$ cat config.mk
export PLATFORM = sky130hd
export DESIGN_NAME = excEntryCtl
export DESIGN_NICKNAME = d
export VERILOG_FILES = /design/src/rtl/excEntryPkg.sv /design/src/rtl/excEntryCtrl.sv /design/src/rtl/excBankFile.sv /design/src/rtl/excEntryDatapath.sv /design/src/rtl/excEntryCtl.sv
export SDC_FILE = /design/constraint.sdc
export NUM_CORES = 1
export LEC_CHECK = 0
export BUFFER_PORTS_ARGS = -buffer_cell sky130_fd_sc_hd__buf_2
export CAP_MARGIN = 25
export CORE_MARGIN = 2
export CORE_UTILIZATION = 36
export DETAILED_ROUTE_END_ITERATION = 10
export PLACE_DENSITY = 0.59
export SETUP_SLACK_MARGIN = 0.4
export SYNTH_ARGS = -nofsm -noshare
export SYNTH_HDL_FRONTEND = slang
export SYNTH_HIERARCHICAL = 1
export SYNTH_SLANG_ARGS = --single-unit
$ cat constraint.sdc
create_clock -name clk -period 12.25 [get_ports clk]
set_input_delay 0 -clock clk [delete_from_list [all_inputs] [get_ports clk]]
set_output_delay 0 -clock clk [all_outputs]
set_load 0.01 [all_outputs]
$ cat src/rtl/excEntryPkg.sv
package excEntryPkg;

  // status register bit positions the entry logic depends on
  localparam int SR_MD_BIT = 30;
  localparam int SR_RB_BIT = 29;
  localparam int SR_BL_BIT = 28;
  localparam int SR_IMASK_LO = 4;
  localparam int SR_IMASK_W = 4;

  typedef enum logic [1:0] {
    VS_RESET = 2'd0,
    VS_GEN   = 2'd1,
    VS_TLB   = 2'd2,
    VS_IRQ   = 2'd3
  } vecSelT;

  typedef enum logic [2:0] {
    XS_RESET = 3'd0,
    XS_GEN   = 3'd1,
    XS_SLOT  = 3'd2,
    XS_TLB   = 3'd3,
    XS_TRAP  = 3'd4
  } expSelT;

  typedef struct packed {
    logic   take;
    logic   isReset;
    logic   saveCtx;
    logic   wrExp;
    logic   wrInt;
    logic   wrTra;
    vecSelT vecSel;
    expSelT expSel;
  } entryStbT;

endpackage

$ cat src/rtl/excEntryCtrl.sv
module excEntryCtrl
  import excEntryPkg::*;
(
  input  logic     clk,
  input  logic     rstN,
  input  logic     reqReset,
  input  logic     reqGen,
  input  logic     reqTlb,
  input  logic     reqTrap,
  input  logic     reqIrq,
  input  logic     delaySlot,
  output entryStbT stb
);

  always_comb begin
    stb = '0;
    stb.vecSel = VS_RESET;
    stb.expSel = XS_RESET;
    if (reqReset) begin
      stb.take    = 1'b1;
      stb.isReset = 1'b1;
      stb.wrExp   = 1'b1;
    end else if (reqGen) begin
      stb.take    = 1'b1;
      stb.saveCtx = 1'b1;
      stb.wrExp   = 1'b1;
      stb.vecSel  = VS_GEN;
      stb.expSel  = delaySlot ? XS_SLOT : XS_GEN;
    end else if (reqTlb) begin
      stb.take    = 1'b1;
      stb.saveCtx = 1'b1;
      stb.wrExp   = 1'b1;
      stb.vecSel  = VS_TLB;
      stb.expSel  = XS_TLB;
    end else if (reqTrap) begin
      stb.take    = 1'b1;
      stb.saveCtx = 1'b1;
      stb.wrExp   = 1'b1;
      stb.wrTra   = 1'b1;
      stb.vecSel  = VS_GEN;
      stb.expSel  = XS_TRAP;
    end else if (reqIrq) begin
      stb.take    = 1'b1;
      stb.saveCtx = 1'b1;
      stb.wrInt   = 1'b1;
      stb.vecSel  = VS_IRQ;
    end
  end

  // R9: a reset request always wins the arbitration
  a_r9_reset_first: assert property (@(posedge clk) disable iff (!rstN)
    reqReset |-> (stb.isReset && !stb.saveCtx && !stb.wrInt));

  // R9: an interrupt never writes its cause when anything else is requested
  a_r9_irq_last: assert property (@(posedge clk) disable iff (!rstN)
    (reqIrq && (reqReset || reqGen || reqTlb || reqTrap)) |-> !stb.wrInt);

endmodule

$ cat src/rtl/excBankFile.sv
module excBankFile #(
  parameter int XLEN = 32,
  parameter int NREG = 8,
  localparam int IW = $clog2(NREG)
) (
  input  logic            clk,
  input  logic            rstN,
  input  logic            bankSel,
  input  logic            wrEn,
  input  logic [IW-1:0]   wrIdx,
  input  logic [XLEN-1:0] wrData,
  input  logic [IW-1:0]   rdIdx,
  output logic [XLEN-1:0] rdVis,
  output logic [XLEN-1:0] rdShd
);

  // physical bank A is visible while bankSel = 0, bank B while bankSel = 1;
  // flipping bankSel is the exchange of the two banks
  logic [XLEN-1:0] bankA [NREG];
  logic [XLEN-1:0] bankB [NREG];
  logic [NREG-1:0] hitA;
  logic [NREG-1:0] hitB;

  for (genvar g = 0; g < NREG; g++) begin : g_dec
    assign hitA[g] = wrEn && !bankSel && (wrIdx == IW'(g));
    assign hitB[g] = wrEn &&  bankSel && (wrIdx == IW'(g));
  end

  always_ff @(posedge clk) begin
    for (int i = 0; i < NREG; i++) begin
      if (!rstN) begin
        bankA[i] <= '0;
        bankB[i] <= '0;
      end else begin
        if (hitA[i]) bankA[i] <= wrData;
        if (hitB[i]) bankB[i] <= wrData;
      end
    end
  end

  assign rdVis = bankSel ? bankB[rdIdx] : bankA[rdIdx];
  assign rdShd = bankSel ? bankA[rdIdx] : bankB[rdIdx];

  logic [XLEN-1:0] vis0;
  logic [XLEN-1:0] shd0;
  assign vis0 = bankSel ? bankB[0] : bankA[0];
  assign shd0 = bankSel ? bankA[0] : bankB[0];

  // R10: when the selector flips without a write, the old visible R0 is now shadow
  a_r10_swap_moves: assert property (@(posedge clk) disable iff (!rstN)
    !wrEn |=> ((bankSel == $past(bankSel)) || (shd0 == $past(vis0))));

  // R10: with the selector steady and no write, the visible R0 keeps its value
  a_r10_no_swap: assert property (@(posedge clk) disable iff (!rstN)
    !wrEn |=> ((bankSel != $past(bankSel)) || (vis0 == $past(vis0))));

endmodule

$ cat src/rtl/excEntryDatapath.sv
module excEntryDatapath
  import excEntryPkg::*;
#(
  parameter int XLEN = 32,
  parameter int CODE_W = 12,
  parameter int IMM_W = 8,
  parameter logic [XLEN-1:0] RESET_PC = 32'hA000_0000,
  parameter logic [XLEN-1:0] SR_INIT = 32'h7000_00F0,
  parameter logic [XLEN-1:0] FPSCR_INIT = 32'h0004_0001,
  parameter int GEN_OFS = 'h100,
  parameter int TLB_OFS = 'h400,
  parameter int IRQ_OFS = 'h600,
  parameter logic [CODE_W-1:0] TRAP_CODE = 12'h160,
  parameter logic [CODE_W-1:0] POWER_CODE = 12'h000
) (
  input  logic              clk,
  input  logic              rstN,
  input  entryStbT          stb,
  input  logic [CODE_W-1:0] resetCode,
  input  logic [CODE_W-1:0] genCode,
  input  logic [CODE_W-1:0] genSlotCode,
  input  logic [CODE_W-1:0] tlbCode,
  input  logic [IMM_W-1:0]  trapImm,
  input  logic [CODE_W-1:0] irqCode,
  input  logic              slotIn,
  input  logic              pcLoad,
  input  logic [XLEN-1:0]   pcLoadVal,
  input  logic              srWrEn,
  input  logic [XLEN-1:0]   srWrData,
  input  logic              vbrWrEn,
  input  logic [XLEN-1:0]   vbrWrData,
  input  logic              fpscrWrEn,
  input  logic [XLEN-1:0]   fpscrWrData,
  input  logic [XLEN-1:0]   r15In,
  output logic [XLEN-1:0]   pc,
  output logic [XLEN-1:0]   nextPc,
  output logic [XLEN-1:0]   sr,
  output logic [XLEN-1:0]   ssr,
  output logic [XLEN-1:0]   spc,
  output logic [XLEN-1:0]   sgr,
  output logic [XLEN-1:0]   vbr,
  output logic [XLEN-1:0]   fpscr,
  output logic [CODE_W-1:0] expevt,
  output logic [CODE_W-1:0] intevt,
  output logic [XLEN-1:0]   tra,
  output logic              delaySlot
);

  localparam logic [XLEN-1:0] MODE_BITS = (XLEN'(1) << SR_MD_BIT) |
                                          (XLEN'(1) << SR_RB_BIT) |
                                          (XLEN'(1) << SR_BL_BIT);
  localparam logic [XLEN-1:0] IMASK_BITS = XLEN'({SR_IMASK_W{1'b1}}) << SR_IMASK_LO;
  localparam logic [XLEN-1:0] INSN_STEP = XLEN'(2);

  logic [XLEN-1:0]   vecOfs;
  logic [XLEN-1:0]   tgtPc;
  logic [CODE_W-1:0] expVal;
  logic [XLEN-1:0]   srEntry;

  always_comb begin
    unique case (stb.vecSel)
      VS_GEN:  vecOfs = XLEN'(GEN_OFS);
      VS_TLB:  vecOfs = XLEN'(TLB_OFS);
      VS_IRQ:  vecOfs = XLEN'(IRQ_OFS);
      default: vecOfs = '0;
    endcase
    tgtPc = stb.isReset ? RESET_PC : (vbr + vecOfs);
    unique case (stb.expSel)
      XS_GEN:  expVal = genCode;
      XS_SLOT: expVal = genSlotCode;
      XS_TLB:  expVal = tlbCode;
      XS_TRAP: expVal = TRAP_CODE;
      default: expVal = resetCode;
    endcase
    srEntry = sr | MODE_BITS | (stb.isReset ? IMASK_BITS : '0);
  end

  always_ff @(posedge clk) begin
    if (!rstN) begin
      pc        <= RESET_PC;
      nextPc    <= RESET_PC + INSN_STEP;
      sr        <= SR_INIT;
      ssr       <= '0;
      spc       <= '0;
      sgr       <= '0;
      vbr       <= '0;
      fpscr     <= FPSCR_INIT;
      expevt    <= POWER_CODE;
      intevt    <= '0;
      tra       <= '0;
      delaySlot <= 1'b0;
    end else begin
      if (stb.take) begin
        pc        <= tgtPc;
        nextPc    <= tgtPc + INSN_STEP;
        sr        <= srEntry;
        delaySlot <= 1'b0;
        if (stb.saveCtx) begin
          spc <= pc;
          ssr <= sr;
          sgr <= r15In;
        end
        if (stb.wrExp) expevt <= expVal;
        if (stb.wrInt) intevt <= irqCode;
        if (stb.wrTra) tra <= XLEN'({trapImm, 2'b00});
      end else begin
        delaySlot <= slotIn;
        if (pcLoad) begin
          pc     <= pcLoadVal;
          nextPc <= pcLoadVal + INSN_STEP;
        end
        if (srWrEn) sr <= srWrData;
      end
      if (vbrWrEn)   vbr   <= vbrWrData;
      if (fpscrWrEn) fpscr <= fpscrWrData;
    end
  end

  // R3: context captured from the cycle of the request
  a_r3_ctx_saved: assert property (@(posedge clk) disable iff (!rstN)
    stb.saveCtx |=> (spc == $past(pc)) && (ssr == $past(sr)) && (sgr == $past(r15In)));

  // R4: privilege, bank and block bits are all set after every entry
  a_r4_mode_bits: assert property (@(posedge clk) disable iff (!rstN)
    stb.take |=> (sr[SR_MD_BIT] && sr[SR_RB_BIT] && sr[SR_BL_BIT]));

  // R5: the following pc is two bytes on from the entry target
  a_r5_next_pc: assert property (@(posedge clk) disable iff (!rstN)
    stb.take |=> (nextPc == pc + INSN_STEP));

  // R8: no entry leaves the delay-slot flag set
  a_r8_slot_clear: assert property (@(posedge clk) disable iff (!rstN)
    stb.take |=> !delaySlot);

  // R2: a manual reset lands on the fixed address with the mask field full
  a_r2_reset_pc: assert property (@(posedge clk) disable iff (!rstN)
    stb.isReset |=> (pc == RESET_PC) && (sr[SR_IMASK_LO +: SR_IMASK_W] == '1));

  // R2: a manual reset leaves the saved context alone
  a_r2_no_save: assert property (@(posedge clk) disable iff (!rstN)
    stb.isReset |=> $stable(spc) && $stable(ssr) && $stable(sgr));

endmodule

$ cat src/rtl/excEntryCtl.sv
module excEntryCtl
  import excEntryPkg::*;
#(
  parameter int XLEN = 32,
  parameter int CODE_W = 12,
  parameter int IMM_W = 8,
  parameter int NREG = 8,
  localparam int IW = $clog2(NREG)
) (
  input  logic              clk,
  input  logic              rstN,
  input  logic              reqReset,
  input  logic [CODE_W-1:0] resetCode,
  input  logic              reqGen,
  input  logic [CODE_W-1:0] genCode,
  input  logic [CODE_W-1:0] genSlotCode,
  input  logic              reqTlb,
  input  logic [CODE_W-1:0] tlbCode,
  input  logic              reqTrap,
  input  logic [IMM_W-1:0]  trapImm,
  input  logic              reqIrq,
  input  logic [CODE_W-1:0] irqCode,
  input  logic              slotIn,
  input  logic              pcLoad,
  input  logic [XLEN-1:0]   pcLoadVal,
  input  logic              srWrEn,
  input  logic [XLEN-1:0]   srWrData,
  input  logic              vbrWrEn,
  input  logic [XLEN-1:0]   vbrWrData,
  input  logic              fpscrWrEn,
  input  logic [XLEN-1:0]   fpscrWrData,
  input  logic              gprWrEn,
  input  logic [IW-1:0]     gprWrIdx,
  input  logic [XLEN-1:0]   gprWrData,
  input  logic [IW-1:0]     gprRdIdx,
  input  logic [XLEN-1:0]   r15In,
  output logic [XLEN-1:0]   pc,
  output logic [XLEN-1:0]   nextPc,
  output logic [XLEN-1:0]   sr,
  output logic [XLEN-1:0]   ssr,
  output logic [XLEN-1:0]   spc,
  output logic [XLEN-1:0]   sgr,
  output logic [XLEN-1:0]   vbr,
  output logic [XLEN-1:0]   fpscr,
  output logic [CODE_W-1:0] expevt,
  output logic [CODE_W-1:0] intevt,
  output logic [XLEN-1:0]   tra,
  output logic              delaySlot,
  output logic [XLEN-1:0]   gprRdData,
  output logic [XLEN-1:0]   shadowRdData
);

  entryStbT stb;
  logic     bankSel;

  assign bankSel = sr[SR_MD_BIT] & sr[SR_RB_BIT];

  excEntryCtrl ctrl_i (
    .clk       (clk),
    .rstN      (rstN),
    .reqReset  (reqReset),
    .reqGen    (reqGen),
    .reqTlb    (reqTlb),
    .reqTrap   (reqTrap),
    .reqIrq    (reqIrq),
    .delaySlot (delaySlot),
    .stb       (stb)
  );

  excEntryDatapath #(
    .XLEN   (XLEN),
    .CODE_W (CODE_W),
    .IMM_W  (IMM_W)
  ) dp_i (
    .clk         (clk),
    .rstN        (rstN),
    .stb         (stb),
    .resetCode   (resetCode),
    .genCode     (genCode),
    .genSlotCode (genSlotCode),
    .tlbCode     (tlbCode),
    .trapImm     (trapImm),
    .irqCode     (irqCode),
    .slotIn      (slotIn),
    .pcLoad      (pcLoad),
    .pcLoadVal   (pcLoadVal),
    .srWrEn      (srWrEn),
    .srWrData    (srWrData),
    .vbrWrEn     (vbrWrEn),
    .vbrWrData   (vbrWrData),
    .fpscrWrEn   (fpscrWrEn),
    .fpscrWrData (fpscrWrData),
    .r15In       (r15In),
    .pc          (pc),
    .nextPc      (nextPc),
    .sr          (sr),
    .ssr         (ssr),
    .spc         (spc),
    .sgr         (sgr),
    .vbr         (vbr),
    .fpscr       (fpscr),
    .expevt      (expevt),
    .intevt      (intevt),
    .tra         (tra),
    .delaySlot   (delaySlot)
  );

  excBankFile #(
    .XLEN (XLEN),
    .NREG (NREG)
  ) bank_i (
    .clk     (clk),
    .rstN    (rstN),
    .bankSel (bankSel),
    .wrEn    (gprWrEn),
    .wrIdx   (gprWrIdx),
    .wrData  (gprWrData),
    .rdIdx   (gprRdIdx),
    .rdVis   (gprRdData),
    .rdShd   (shadowRdData)
  );

endmodule

# After elaboration in Yosys (flattened, before gate mapping)
# Memory sizes are Yosys's and may differ from the RTL's.
# Cells that the tools add are included.
[classes]
bitwise_logic = 19
reduce_logical = 27
n_mux = 98
eq_ne = 14
n_addsub = 3
[op_table]
columns = ["op", "count"]
rows = [
  ["two-way mux 32 bit", 25],
  ["adder 32 x 2 -> 32 bit, second input constant", 2],
  ["two-way mux 1 bit", 59],
  ["one-hot mux 12 bit (4 select lines)", 1],
  ["one-hot mux 11 bit (3 select lines)", 1],
  ["adder 32 x 11 -> 32 bit", 1],
  ["OR 32 bit", 1],
  ["logical AND 1 bit", 18],
  ["OR 1 bit", 16],
  ["equality test 3 bit, second input constant", 5],
  ["two-way mux 2 bit", 7],
  ["equality test 3 x 2 -> 1 bit, second input constant", 4],
  ["two-way mux 5 bit", 2],
  ["two-way mux 8 bit", 1],
  ["AND reduction 2 bit", 4],
  ["two-way mux 7 bit", 1],
  ["equality test 3 x 1 -> 1 bit, second input constant", 2],
  ["equality test 2 bit, second input constant", 2],
  ["nonzero test 2 bit", 2],
  ["logical NOT 3 bit", 1],
  ["two-way mux 3 bit", 1],
  ["equality test 2 x 1 -> 1 bit, second input constant", 1],
  ["OR reduction 2 bit", 1],
  ["bitwise AND 1 bit", 1],
  ["2 further kinds", 2],
]
[totals]
register_bits = 289
elab_cells = 175
ramBits = 512
mem_count = 2
[memory_table]
columns = ["memory", "words", "width", "read_ports", "rd_ports_with_merged_regs", "write_ports", "line", "text"]
rows = [
  ["bank_i.bankA", 8, 32, 1, 0, 8, "excBankFile.sv:19", "logic [XLEN-1:0] bankA [NREG];"],
  ["bank_i.bankB", 8, 32, 1, 0, 8, "excBankFile.sv:20", "logic [XLEN-1:0] bankB [NREG];"],
]

# Longest topological paths before layout
# Gate-level depths: netlist of the first run.
[logic_depth]
ltp_word = 11
depth_mapped = 17

# Cells and area by module
# The synthesis of the first run kept the hierarchy.
[by_module_without_submodules]
columns = ["module", "instances", "area_each_um2", "cells_per_inst"]
rows = [
  ["excBankFile", 1, 23512.6, 1450],
  ["excEntryDatapath", 1, 12338.1, 1512],
  ["excEntryCtrl", 1, 145.1, 20],
  ["excEntryCtl", 1, 6.3, 1],
]

# Least setup slack after synthesis of the first run
# OpenSTA, ideal clock, no wires.
[synth_timing]
kind = "reg-to-reg"
startpoint = "register dp_i.sr[30]"
endpoint = "memory bank_i.bankA[0][0], enable pin"
synth_period_minus_slack_ps = 3895
path_buffers = 1
arrival_ps = 3429
stages_incl_launch_ff = 5
path_slack_ps = 8355
cell_sequence = "dfxtp_1 -> and2_1 -> buf_2 -> or3b_2 -> o21ai_0"
[synth_lines]
columns = ["element", "line", "text"]
rows = [
  ["start, declared", "excEntryDatapath.sv:37", "output logic [XLEN-1:0] sr,"],
  ["start signal, assigned", "excEntryDatapath.sv:96", "sr <= srEntry;"],
  ["start signal, assigned", "excEntryDatapath.sv:112", "if (srWrEn) sr <= srWrData;"],
  ["end, declared", "excBankFile.sv:19", ""],
]

# Worst setup path after layout of the first run
[layout_timing]
startpoint = "register dp_i.vbr[8]"
endpoint = "register dp_i.nextPc[23]"
[layout_via]
elab_chain_len = 4
[layout_rtl]
columns = ["element", "line", "text"]
rows = [
  ["start, declared", "excEntryDatapath.sv:41", "output logic [XLEN-1:0] vbr,"],
  ["start signal, assigned", "excEntryDatapath.sv:114", "if (vbrWrEn) vbr <= vbrWrData;"],
  ["adder 32 x 11 -> 32 bit", "excEntryDatapath.sv:67", "tgtPc = stb.isReset ? RESET_PC : (vbr + vecOfs);"],
  ["two-way mux 32 bit", "excEntryDatapath.sv:67", ""],
  ["adder 32 x 2 -> 32 bit", "excEntryDatapath.sv:95", "nextPc <= tgtPc + INSN_STEP;"],
  ["two-way mux 32 bit", "excEntryDatapath.sv:93", "if (stb.take) begin"],
  ["end signal, assigned", "excEntryDatapath.sv:81", "nextPc <= RESET_PC + INSN_STEP;"],
  ["end signal, assigned", "excEntryDatapath.sv:95", ""],
  ["end signal, assigned", "excEntryDatapath.sv:110", "nextPc <= pcLoadVal + INSN_STEP;"],
  ["end, declared", "excEntryDatapath.sv:36", "output logic [XLEN-1:0] nextPc,"],
]
# No other way between the ends.
# A chain may end at the register's enable or synchronous reset.

==> results of run 1 <==
[layout by cell type, fill, tap and decap left out, types with 15 or more instances in the layout]
cell type / synthesis / final
buf_2: 22 / 627
and2_1: 522 / 520
edfxtp_1: 512 / 512
nand2_1: 346 / 345
dfxtp_1: 288 / 288
dlygate4sd3_1: 0 / 252
mux2i_1: 204 / 204
a21oi_1: 174 / 174
nor2_1: 178 / 161
mux4_2: 128 / 128
clkbuf_16: 0 / 91
buf_4: 38 / 53
nand3_1: 40 / 40
a211oi_1: 34 / 34
nor3_1: 26 / 26
conb_1: 1 / 24
clkbuf_1: 176 / 21
nor2_2: 1 / 17
inv_1: 18 / 17
o21ai_4: 0 / 16
diode_2: 0 / 15
nand4_1: 15 / 15
[critical path, delay by kind of cell, from the launching register on]
family | cells | cell delay, ns
AO/OA/AOI/OAI | 3 | 1.21
adder cells (fa/ha/maj) | 2 | 0.66
buffers and inverters | 3 | 1.20
flip-flops | 1 | 0.37
AND/OR/NAND/NOR | 5 | 0.97
[final timing paths]
| kind | start | endpoint | slack, ns |
|---|---|---|---|
| hold / removal | srWrEn | dp_i/sr[6] | 0.05 |
| hold reg to reg | dp_i/ssr[31] | dp_i/ssr[31] | 0.45 |
| setup / recovery | dp_i/vbr[8] | dp_i/nextPc[23] | 7.71 |
| setup reg to reg | dp_i/vbr[8] | dp_i/nextPc[23] | 7.71 |
[sequential cells by signal, indices dropped and copies added (netlist names)]
| register | cells |
|---|---|
| bank_i/bankA | 256 |
| bank_i/bankB | 256 |
| dp_i/fpscr | 32 |
| dp_i/pc | 32 |
| dp_i/sgr | 32 |
| dp_i/spc | 32 |
| dp_i/sr | 32 |
| dp_i/ssr | 32 |
| dp_i/vbr | 32 |
| dp_i/nextPc | 31 |
| dp_i/expevt | 12 |
| dp_i/intevt | 12 |
| dp_i/tra | 8 |
| dp_i/delaySlot | 1 |
[area by class of cell]
cell class,count,area share (%)
Antenna cell,15,0.0819
Clock buffer,119,5.35
Clock inverter,36,0.854
Inverter,20,0.180
Multi-Input combinational cell,1922,30.4
Sequential cell,800,46.1
Tap cell,1287,3.51
Timing Repair Buffer,938,13.5
[per-layer routing]
layer  wire length, um  vias up  share of wire, %
li1                  -    12100                 -
met1             47500    13200                39
met2             60700      919                50
met3              7320      245               6.0
met4              5830       14               4.8
met5                80        -             0.066
[metrics by stage]
step	worst slack [ns]	std cells
6_report	7.71	5137
5_1_grt	7.43	5131
4_1_cts	7.80	5121
3_5_place_dp	8.26	4714
3_3_place_gp	8.38	4710
2_1_floorplan	8.36	3006
[where the power goes]
group          internal, W  total, W  switching (W)
logic             0.000274  0.000646       0.000372
clock network      0.00153   0.00266        0.00113
registers          0.00297   0.00303      0.0000544
total              0.00478   0.00634        0.00156
[logic make-up after synthesis]
group | share of synthesized area, %
AO/OA/AOI/OAI | 5.40
XOR/XNOR | 0.633
adder cells (fa/ha/maj) | 0.195
buffers and inverters | 3.50
flip-flops | 58.7
multiplexers | 14.0
other | 0.0104
AND/OR/NAND/NOR | 17.6
[timing repair]
item	4_1_cts	5_1_grt
hold buffers	252	0
gates resized for setup	0	0
hold endpoints to repair	744	0
==> results.md, run 1 <==
* Netlist cell types at 86
* Buffers added on ports at roughly 630
* GP Congestion at 1.00
* End-of-flow core utilization at a little under half
* Die width at 320 um
* Core area at 0.0987 sq mm
* Crit path capture type: flip-flop
* P per Cell Area at between 100 and 150 mW/mm^2
* Routed wire length at roughly 120,000 um
* I/O pins at roughly 660
* Arrival @ worst endpoint at between 5 and 6 ns
* Reg clk slew, reported paths at 0.07 ns
* # H-tree levels at 3
* Worst path max stage delay at approximately 0.70 ns
* GRT overflow at 0
* Setup TNS at 0 ns
* Worst Setup Start Kind: flip-flop
* Ys Warns at 6
* Cell Area, Synth at between 0.03 and 0.04 sq mm
* Worst-path maximum fanout at 9
* WL per Instance at about 24 um
* Clock Tree Root: clkbuf_16
* Worst path most repeated cell: dlygate4sd3_1
* TritonCTS Buffers at 90
* Final Hold Vio Count at 0
* Synth area leaders: edfxtp_1, dfxtp_1, and2_1, mux4_2, mux2i_1
* First-pass GRT wire length at between 150,000 and 200,000 um
* Crit-path cells: ha_1, inv_1, fa_1, nor2b_1, o21ai_0, o211a_1, a211oi_1, nor2_1, and4_1, nand4_1, dlygate4sd3_1, nand3_1, dlygate4sd3_1
* GR met2 Demand/Resource at 40.6%
* Drt first-iter violations at 2,059
* Status: finished, final reports clean
* Total power at approximately 0.0063 W
* Unrepaired setup endpoints after global routing: false
* DRC at 0
* GR peak layer: met2
* P_leak at 18.9 nW
* Synthesized area per cell at 12.1 sq um
* Max rail drop VDD at between 0.0001 and 0.00015 V
* Most common cell in the synthesized netlist: and2_1
* Highest Clock Rate at roughly 220 MHz
* Sequential fraction of the synthesis area at slightly below 60%
* Via count at around 26,000
* Register Area at around 0.021 sq mm
* CTS sink cnt at 800
* DP Area at between 0.04 and 0.05 sq mm
* WHS Path Cells at 5
* Die ar. at approximately 0.1 sq mm
* Post-synth top area share at approximately 43%
* # fillers at about 9,000
* Slowest CP cell: a211oi_1
* Fin crit share at 37.0%
* R2R cell count at 13
* Area of the multi-input gates at about 0.014 sq mm
* Chip height at 320 um
* Critical path class: reg2reg
* Vias in the first global route at roughly 27,000
* Post-synth EDFFs at about 510
* Synth top cells by count: and2_1, edfxtp_1, nand2_1, dfxtp_1, mux2i_1
* Setup violators final at 0
* FF+latch count, synth at 800
* M3 GR Usage at about 4.4%
* Initial antenna violation count at 22
* Largest net degree at the start of global routing at just over 90
* Fin Clk Skew at approximately 0.028 ns
* Site Rows at approximately 120
* Routed Antenna Nets at 0
* Post CTS Setup Buffer Count at 0
* Clock Path Buffers at 3
* Worst-Skew Late Latency at between 0.6 and 0.7 ns
* Design Area, Final at 0.0458 sq mm
* Worst-Margin Slew at roughly 1.1 ns
* Area growth syn-to-layout at 27.3%
* Fraction of registers with async set/reset at 0%
* DR pass1 iterations at 5
* Max-cap violation count at 0
* Gate Count Post-Synth at around 3,000
* Avg Vias per Cell at ~5.2
* CTS tree: built
* Slew Limit Fails at 0
* Required @ worst endpoint at between 10 and 15 ns
* Top_reg_cell synth: edfxtp_1
* Minimum clock period at 4.54 ns
* GR Layer Usage met1 at roughly 28%
* Share of cells above drive strength 1 at between 20% and 30%
* DP HPWL at about 80,000 um
* Worst hold margin at 0.0489 ns
* Starting Density at between 30% and 40%
* Slew HR at roughly 28%
* Post-synth top area cell: edfxtp_1
* Fin nets at a little over 4,000
* Worst Hold Class: in2reg
* GRT Overall Usage at between 20% and 30%
Note: power is estimated with default switching activity, not from simulation.
==> inputs of run 2 (changes only) <==
--- a/config.mk
+++ b/config.mk
@@ -10,7 +10,7 @@
 export CORE_MARGIN = 2
 export CORE_UTILIZATION = 36
 export DETAILED_ROUTE_END_ITERATION = 10
-export PLACE_DENSITY = 0.59
+export PLACE_DENSITY = 0.61
 export SETUP_SLACK_MARGIN = 0.4
 export SYNTH_ARGS = -nofsm -noshare
 export SYNTH_HDL_FRONTEND = slang
==> constraint.sdc (replaced) <==
create_clock -name clk -period 4 [get_ports clk]
set_input_delay 0 -clock clk [delete_from_list [all_inputs] [get_ports clk]]
set_output_delay 0 -clock clk [all_outputs]
set_load 0.01 [all_outputs]
==> run 2 against run 1 <==
Against the previous run:
- sequential cell count unchanged
- maximum frequency rose by 35%
- critical path depth shrank 2
- total power increased to 3.0 times the previous value
- final area increased by 0.59%
- wire length fell by 3.2%
- via count is essentially flat
- sequential share of layout area is 0.27 points lower
- register-to-register slack got worse by 7.1 ns
- critical path type unchanged
- largest cell class unchanged
- largest power group unchanged
==> results.md, run 2 (synthesis gave the netlist of run 1 again) <==
* Status: finished, final reports clean (unchanged)
* Worst-Margin Slew at 1.06 ns (was 1.08 ns)
* Reg clk slew, reported paths at 0.06 ns (was 0.07 ns)
* Slowest CP cell: or4_1 (was a211oi_1)
* Fin crit share at 84.0% (was 37.0%)
* Post-placement cell count at 4,739 (was 4,714)
* Drt first-iter violations at 1,937 (was 2,059)
* Required @ worst endpoint at 4.56 ns (was 12.79 ns)
* WL per Instance at 22.8 um (was 23.6 um)
* Minimum clock period at 3.36 ns (was 4.54 ns)
* Worst Setup Start Kind: flip-flop (unchanged)
* Avg Vias per Cell at 5.14 (was 5.16)
* Vias in the first global route at 26,800 (was 26,600)
* First-pass GRT wire length at 173,000 um (was 177,000 um)
* GRT overflow at 0 (unchanged)
* Buffers added on ports at 631 (unchanged)
* I/O pins at 656 (unchanged)
* Site Rows at 115 (unchanged)
* Share of cells above drive strength 1 at 26.9% (was 26.3%)
* Top routing layer used: met5 (unchanged)
* Arrival @ worst endpoint at 3.92 ns (was 5.07 ns)
* Dpl ws at 0.207 ns (was 8.26 ns)
* End-of-flow core utilization at 46.7% (was 46.4%)
* Worst-path maximum fanout at 7 (was 9)
* DP HPWL at 79,400 um (was 79,700 um)
* Most frequent cells in the layout: buf_2, and2_1, edfxtp_1 (unchanged)
* Max rail drop VDD at 0.000342 V (was 0.000106 V)
* Unrepaired setup endpoints after global routing: true (was false)
* Initial antenna violation count at 22 (unchanged)
* Post CTS Setup Buffer Count at 0 (unchanged)
* Final WS setup at 0.641 ns (was 7.71 ns)
* Biggest regs: bank_i/bankA (256), bank_i/bankB (256) (unchanged)
* Slew Limit Fails at 0 (unchanged)
* Reg2reg start: dp_i/vbr[8] (unchanged)
* HP Start: srWrEn (unchanged)
* Setup TNS at 0 ns (unchanged)
* Fin nets at 4,077 (was 4,056)
* Via count at 26,500 (about the same)
* DRC at 0 (unchanged)
* Crit. Startpoint: dp_i/vbr[8] (unchanged)
* Worst path max stage delay at 0.53 ns (was 0.70 ns)
* Starting Density at 36.5% (unchanged)
* P_leak at 19.0 nW (was 18.9 nW)
* Core area at 0.0987 sq mm (unchanged)
* Die ar. at 0.103 sq mm (unchanged)
* Clock Tree Root: clkbuf_16 (unchanged)
* Fin Clk Skew at 0.0189 ns (was 0.0281 ns)
* TritonCTS Buffers at 87 (was 90)
* GP Congestion at 0.951 (was 1.00)
* Commonest non-fill, non-tap cell in the layout: buf_2 (unchanged)
* P per Cell Area at 416 mW/mm^2 (was 138 mW/mm^2)
* Worst path bufs/invs at 1 (was 3)
* Final Hold Vio Count at 0 (unchanged)
* Worst path most repeated cell: xor2_1 (was dlygate4sd3_1)
* Die width at 320 um (unchanged)
* Met3 WL at 7160 um (was 7320 um)
* Setup violators final at 0 (unchanged)
* Chip height at 320 um (unchanged)
* DR pass1 iterations at 5 (unchanged)
* CTS tree: built (unchanged)
* Non-Filler Instances at 5,160 (was 5,137)
* Clock Path Buffers at 3 (unchanged)
* Met1 WL at 44,700 um (was 47,500 um)
* Worst Hold Class: in2reg (unchanged)
* Routed wl met2 at 59,700 um (was 60,700 um)
* Critical path class: reg2reg (unchanged)
* # H-tree levels at 3 (unchanged)
* Highest Clock Rate at 298 MHz (was 220 MHz)
* Area growth syn-to-layout at 28.1% (was 27.3%)
* Largest net degree at the start of global routing at 98 (was 92)
* Routed Antenna Nets at 0 (unchanged)
* GRT Overall Usage at 22.5% (was 23.2%)
* Worst-Skew Late Latency at 0.66 ns (was 0.67 ns)
* Max-cap violation count at 0 (unchanged)
* Largest delay share family, worst path: simple AND/OR/NAND/NOR gates (was compound AO/OA/AOI/OAI gates)
* Routed wire length at 118,000 um (was 121,000 um)
* Crit path capture type: flip-flop (unchanged)
* Crit-path cells: ha_1, inv_1, fa_1, nand2b_1, a2111oi_1, xor2_1, a22oi_1, or4_1, nor3_1, xor2_1, a211oi_1 (was ha_1, inv_1, fa_1, nor2b_1, o21ai_0, o211a_1, a211oi_1, nor2_1, and4_1, nand4_1, dlygate4sd3_1, nand3_1, dlygate4sd3_1)
* CTS sink cnt at 800 (unchanged)
* Slew HR at 29.1% (was 28.2%)
-- run 2: cell types whose count changed in the layout (fill, tap and decap cells not counted), sizes merged --
| cell | before | now |
|---|---|---|
| diode | 15 | 16 |
| buf | 685 | 709 |
| clkinv | 23 | 30 |
| clkbuf | 120 | 116 |
| clkinvlp | 6 | 2 |
| inv | 21 | 23 |
| bufinv | 6 | 3 |
-- run 2: metal layers --
| layer | global-route usage (%) | vias up |
|---|---|---|
| met5 | 0 | - |
| met4 | 11.2 | 10 |
| met3 | 3.93 | 250 |
| met2 | 39.2 | 1010 |
| met1 | 26.8 | 13100 |
| li1 | - | 12200 |
-- run 2: metrics by stage --
step	area (sq um)	total power [W]	hold slack [ns]
2_1_floorplan	36100	0.0104	0.129
3_3_place_gp	40700	0.0112	0.215
3_5_place_dp	40800	0.0112	0.223
4_1_cts	46100	0.0193	0.00428
5_1_grt	46100	0.0198	0.0786
6_report	46100	0.0192	0.0354
-- run 2: repair_timing --
item,4_1_cts,5_1_grt
gates resized for setup,0,5
hold buffers,252,0
endpoints found under the setup margin,0,8
endpoints found under the hold margin,730,0
-- run 2: cell type report --
type	count	area, sq um
multi-input combinational	1922	14000
antenna	16	40.0
tap	1287	1610
clock inverter	38	363
clock buffer	115	2400
fill	8874	52600
inverter	20	82.6
timing repair buffer	962	6510
sequential	800	21100
-- run 2: path summary, 6_finish.rpt --
| path | cells past startpoint | slack, ns | to |
|---|---|---|---|
| setup reg to reg | 11 | 0.64 | dp_i/nextPc[25] |
| hold reg to reg | 2 | 0.45 | dp_i/spc[17] |
| setup / recovery | 11 | 0.64 | dp_i/nextPc[25] |
| hold / removal | 5 | 0.04 | dp_i/sr[6] |
-- run 2: power by group --
group	internal (W)	switching (W)
clock	0.00445	0.00344
sequential	0.00910	0.000165
combinational	0.000867	0.00114
-- run 2: worst min-delay path, stage by stage --
cell,delay (ns)
buf_2,0.17
nor2_1,0.11
nor2_1,0.14
o22ai_1,0.15
nand2_1,0.07
==> inputs of run 3 (changes only) <==
--- a/config.mk
+++ b/config.mk
@@ -10,7 +10,7 @@
 export CORE_MARGIN = 2
 export CORE_UTILIZATION = 36
 export DETAILED_ROUTE_END_ITERATION = 10
-export PLACE_DENSITY = 0.61
+export PLACE_DENSITY = 0.59
 export SETUP_SLACK_MARGIN = 0.4
 export SYNTH_ARGS = -nofsm -noshare
 export SYNTH_HDL_FRONTEND = slang
==> constraint.sdc (replaced) <==
create_clock -name clk -period 3.1 [get_ports clk]
set_input_delay 0 -clock clk [delete_from_list [all_inputs] [get_ports clk]]
set_output_delay 0 -clock clk [all_outputs]
set_load 0.01 [all_outputs]
==> run 3 against run 2 <==
Against the previous run:
- first-iteration DRC count decreased by 3.6%
- critical path type unchanged
- wire length fell by 0.36%
- critical path depth unchanged
- die area unchanged
==> results.md, run 3 (synthesis gave the netlist of run 1 again) <==
* I/O pins at 656 (unchanged)
* Starting Density at 36.5% (unchanged)
* R2R cell count at 11 (unchanged)
* TritonCTS Buffers at 89 (was 87)
* Setup TNS at 0 ns (unchanged)
* First-pass GRT wire length at 174,000 um (was 173,000 um)
* DP HPWL at 77,200 um (was 79,400 um)
* Setup violators final at 0 (unchanged)
* WL per Instance at 22.3 um (was 22.8 um)
* GRT overflow at 0 (unchanged)
* Slew HR at 22.8% (was 29.1%)
* Fin Clk Skew at 0.0288 ns (was 0.0189 ns)
* Total power at 0.0251 W (was 0.0192 W)
* Share of cells above drive strength 1 at 29.2% (was 26.9%)
* Levels on crit path at 11 (unchanged)
* Initial antenna violation count at 7 (was 22)
* Biggest regs: bank_i/bankA (256), bank_i/bankB (256) (unchanged)
* Slowest CP cell: a211oi_4 (was or4_1)
* Routed wire length at 117,000 um (was 118,000 um)
* # fillers at 8,698 (was 8,874)
* Most frequent cells in the layout: buf_2, and2_1, edfxtp_1 (unchanged)
* Routed Antenna Nets at 0 (unchanged)
* Worst Setup Start Kind: flip-flop (unchanged)
* Highest Clock Rate at 348 MHz (was 298 MHz)
* Vias in the first global route at 27,500 (was 26,800)
* CTS sink cnt at 800 (unchanged)
* GP Congestion at 0.904 (was 0.951)
* Minimum clock period at 2.87 ns (was 3.36 ns)
* Fin crit share at 92.7% (was 84.0%)
* Clock Tree Root: clkbuf_16 (unchanged)
* Worst path max stage delay at 0.41 ns (was 0.53 ns)
* DRC at 0 (unchanged)
* Buffers added on ports at 631 (unchanged)
* Worst reg2reg path endpoint: dp_i/nextPc[20] (was dp_i/nextPc[25])
* Worst Hold Class: in2reg (unchanged)
* Drt first-iter violations at 1,867 (was 1,937)
* GRT Overall Usage at 22.6% (was 22.5%)
* Largest delay share family, worst path: compound AO/OA/AOI/OAI gates (was simple AND/OR/NAND/NOR gates)
* Slew Limit Fails at 0 (unchanged)
* P per Cell Area at 528 mW/mm^2 (was 416 mW/mm^2)
* Clock Path Buffers at 3 (unchanged)
* Area growth syn-to-layout at 31.9% (was 28.1%)
* # H-tree levels at 3 (unchanged)
* Fin nets at 4,189 (was 4,077)
* Avg Vias per Cell at 5.08 (was 5.14)
* Crit path capture: dp_i/nextPc[20] (was dp_i/nextPc[25])
* Reg clk slew, reported paths at 0.06 ns (about the same)
* P_leak at 19.7 nW (was 19.0 nW)
* Core area at 0.0987 sq mm (unchanged)
* Max rail drop VDD at 0.000494 V (was 0.000342 V)
* Site Rows at 115 (unchanged)
* Unrepaired setup endpoints after global routing: true (unchanged)
* Commonest non-fill, non-tap cell in the layout: buf_2 (unchanged)
* Via count at 26,800 (was 26,500)
* Chip height at 320 um (unchanged)
* Arrival @ worst endpoint at 3.45 ns (was 3.92 ns)
* Largest net degree at the start of global routing at 214 (was 98)
* Worst R2R Setup Slack at 0.23 ns (was 0.64 ns)
* Final Hold Vio Count at 0 (unchanged)
* Crit. Startpoint: dp_i/vbr[8] (unchanged)
* Final WS setup at 0.227 ns (was 0.641 ns)
* Die width at 320 um (unchanged)
* Die ar. at 0.103 sq mm (unchanged)
* Worst-path maximum fanout at 7 (unchanged)
* Worst path bufs/invs at 2 (was 1)
* Critical path class: reg2reg (unchanged)
* Crit path capture type: flip-flop (unchanged)
* Worst-Skew Late Latency at 0.67 ns (was 0.66 ns)
* CTS tree: built (unchanged)
* Dpl ws at -0.141 ns (was 0.207 ns)
* Worst-Margin Slew at 1.16 ns (was 1.06 ns)
* Reg2reg start: dp_i/vbr[8] (unchanged)
* Max-cap violation count at 0 (unchanged)
* Crit-path cells: ha_4, buf_4, buf_6, a211oi_4, nor4_2, xor2_1, a41oi_2, or3_4, o41a_1, or3_1, a21oi_1 (was ha_1, inv_1, fa_1, nand2b_1, a2111oi_1, xor2_1, a22oi_1, or4_1, nor3_1, xor2_1, a211oi_1)
* DR pass1 iterations at 5 (unchanged)
* Status: finished, final reports clean (unchanged)
* Required @ worst endpoint at 3.68 ns (was 4.56 ns)
## run 3: cell count changes in the layout (fill, tap and decap cells not counted), moves of 4 or more
cell           previous run  this run
buf_4                    65       135
buf_6                     0         7
clkbuf_1                 14        19
clkbuf_8                 13         9
clkinv_2                 11        15
dfxtp_1                 288       283
dfxtp_2                   0         4
diode_2                  16         3
dlygate4sd3_1           252       281
ha_1                      4         0
nor2_2                   18         3
nor2_4                    2        19
nor4_1                    7         3
## run 3: routing by layer
layer  global-route usage, %  up-vias  routed length [um]
met3                    4.38      242                7080
met5                       0        -                  33
met2                    40.5      900               60400
met1                    26.1    13200               44600
met4                    9.73        4                5060
li1                        -    12400                   -
## run 3: layout make-up
type / instances / area [sq um] / share of cell area, %
Sequential cell: 800 / 21100 / 44.5
Clock inverter: 41 / 414 / 0.872
Clock buffer: 118 / 2420 / 5.10
Tap cell: 1287 / 1610 / 3.39
Multi-Input combinational cell: 1922 / 14300 / 30.1
Timing Repair Buffer: 1072 / 7500 / 15.8
Inverter: 20 / 82.6 / 0.174
Antenna cell: 3 / 7.51 / 0.0158
## run 3: per-stage QoR
step | cell area (sq um) | utilization, % | hold WS, ns | std cells
6_report | 47500 | 48.1 | 0.0369 | 5263
5_1_grt | 47500 | 48.1 | 0.0498 | 5261
4_1_cts | 47300 | 47.9 | 0.00184 | 5250
3_5_place_dp | 41500 | 42.1 | 0.227 | 4804
3_3_place_gp | 41500 | 42.0 | 0.213 | 4801
2_1_floorplan | 36300 | - | 0.129 | 3006
## run 3: how the worst min path moves through the flow
stage	from	endpoint	slack [ns]	cells past startpoint
after floorplan	srWrData[28]	dp_i/sr[28]	0.13	2
after global placement	fpscrWrData[18]	dp_i/fpscr[18]	0.21	3
after detailed placement	fpscrWrData[0]	dp_i/fpscr[0]	0.23	3
after CTS	pcLoadVal[26]	dp_i/pc[26]	0.002	5
after global routing	reqTlb	dp_i/tra[6]	0.05	6
final	pcLoadVal[11]	dp_i/pc[11]	0.04	5
## run 3: worst register-to-register path, stage by stage (launching register included)
cell and delay [ns]:
dfxtp_2 0.33, ha_4 0.16, buf_4 0.13, buf_6 0.11, a211oi_4 0.41, nor4_2 0.10, xor2_1 0.26, a41oi_2 0.17
or3_4 0.40, o41a_1 0.30, or3_1 0.31, a21oi_1 0.12
## run 3: power breakdown
group | total (W) | internal [W] | switching [W]
logic | 0.00272 | 0.00120 | 0.00152
clock network | 0.0104 | 0.00601 | 0.00443
registers | 0.0119 | 0.0117 | 0.000191
total | 0.0251 | 0.0190 | 0.00614
## run 3: repair_timing
item,CTS,global route
hold buffers,281,0
gates resized for setup,12,21
pin swaps,22,13
buffers inserted,6,10
endpoints found under the setup margin,13,21
hold endpoints to repair,747,0
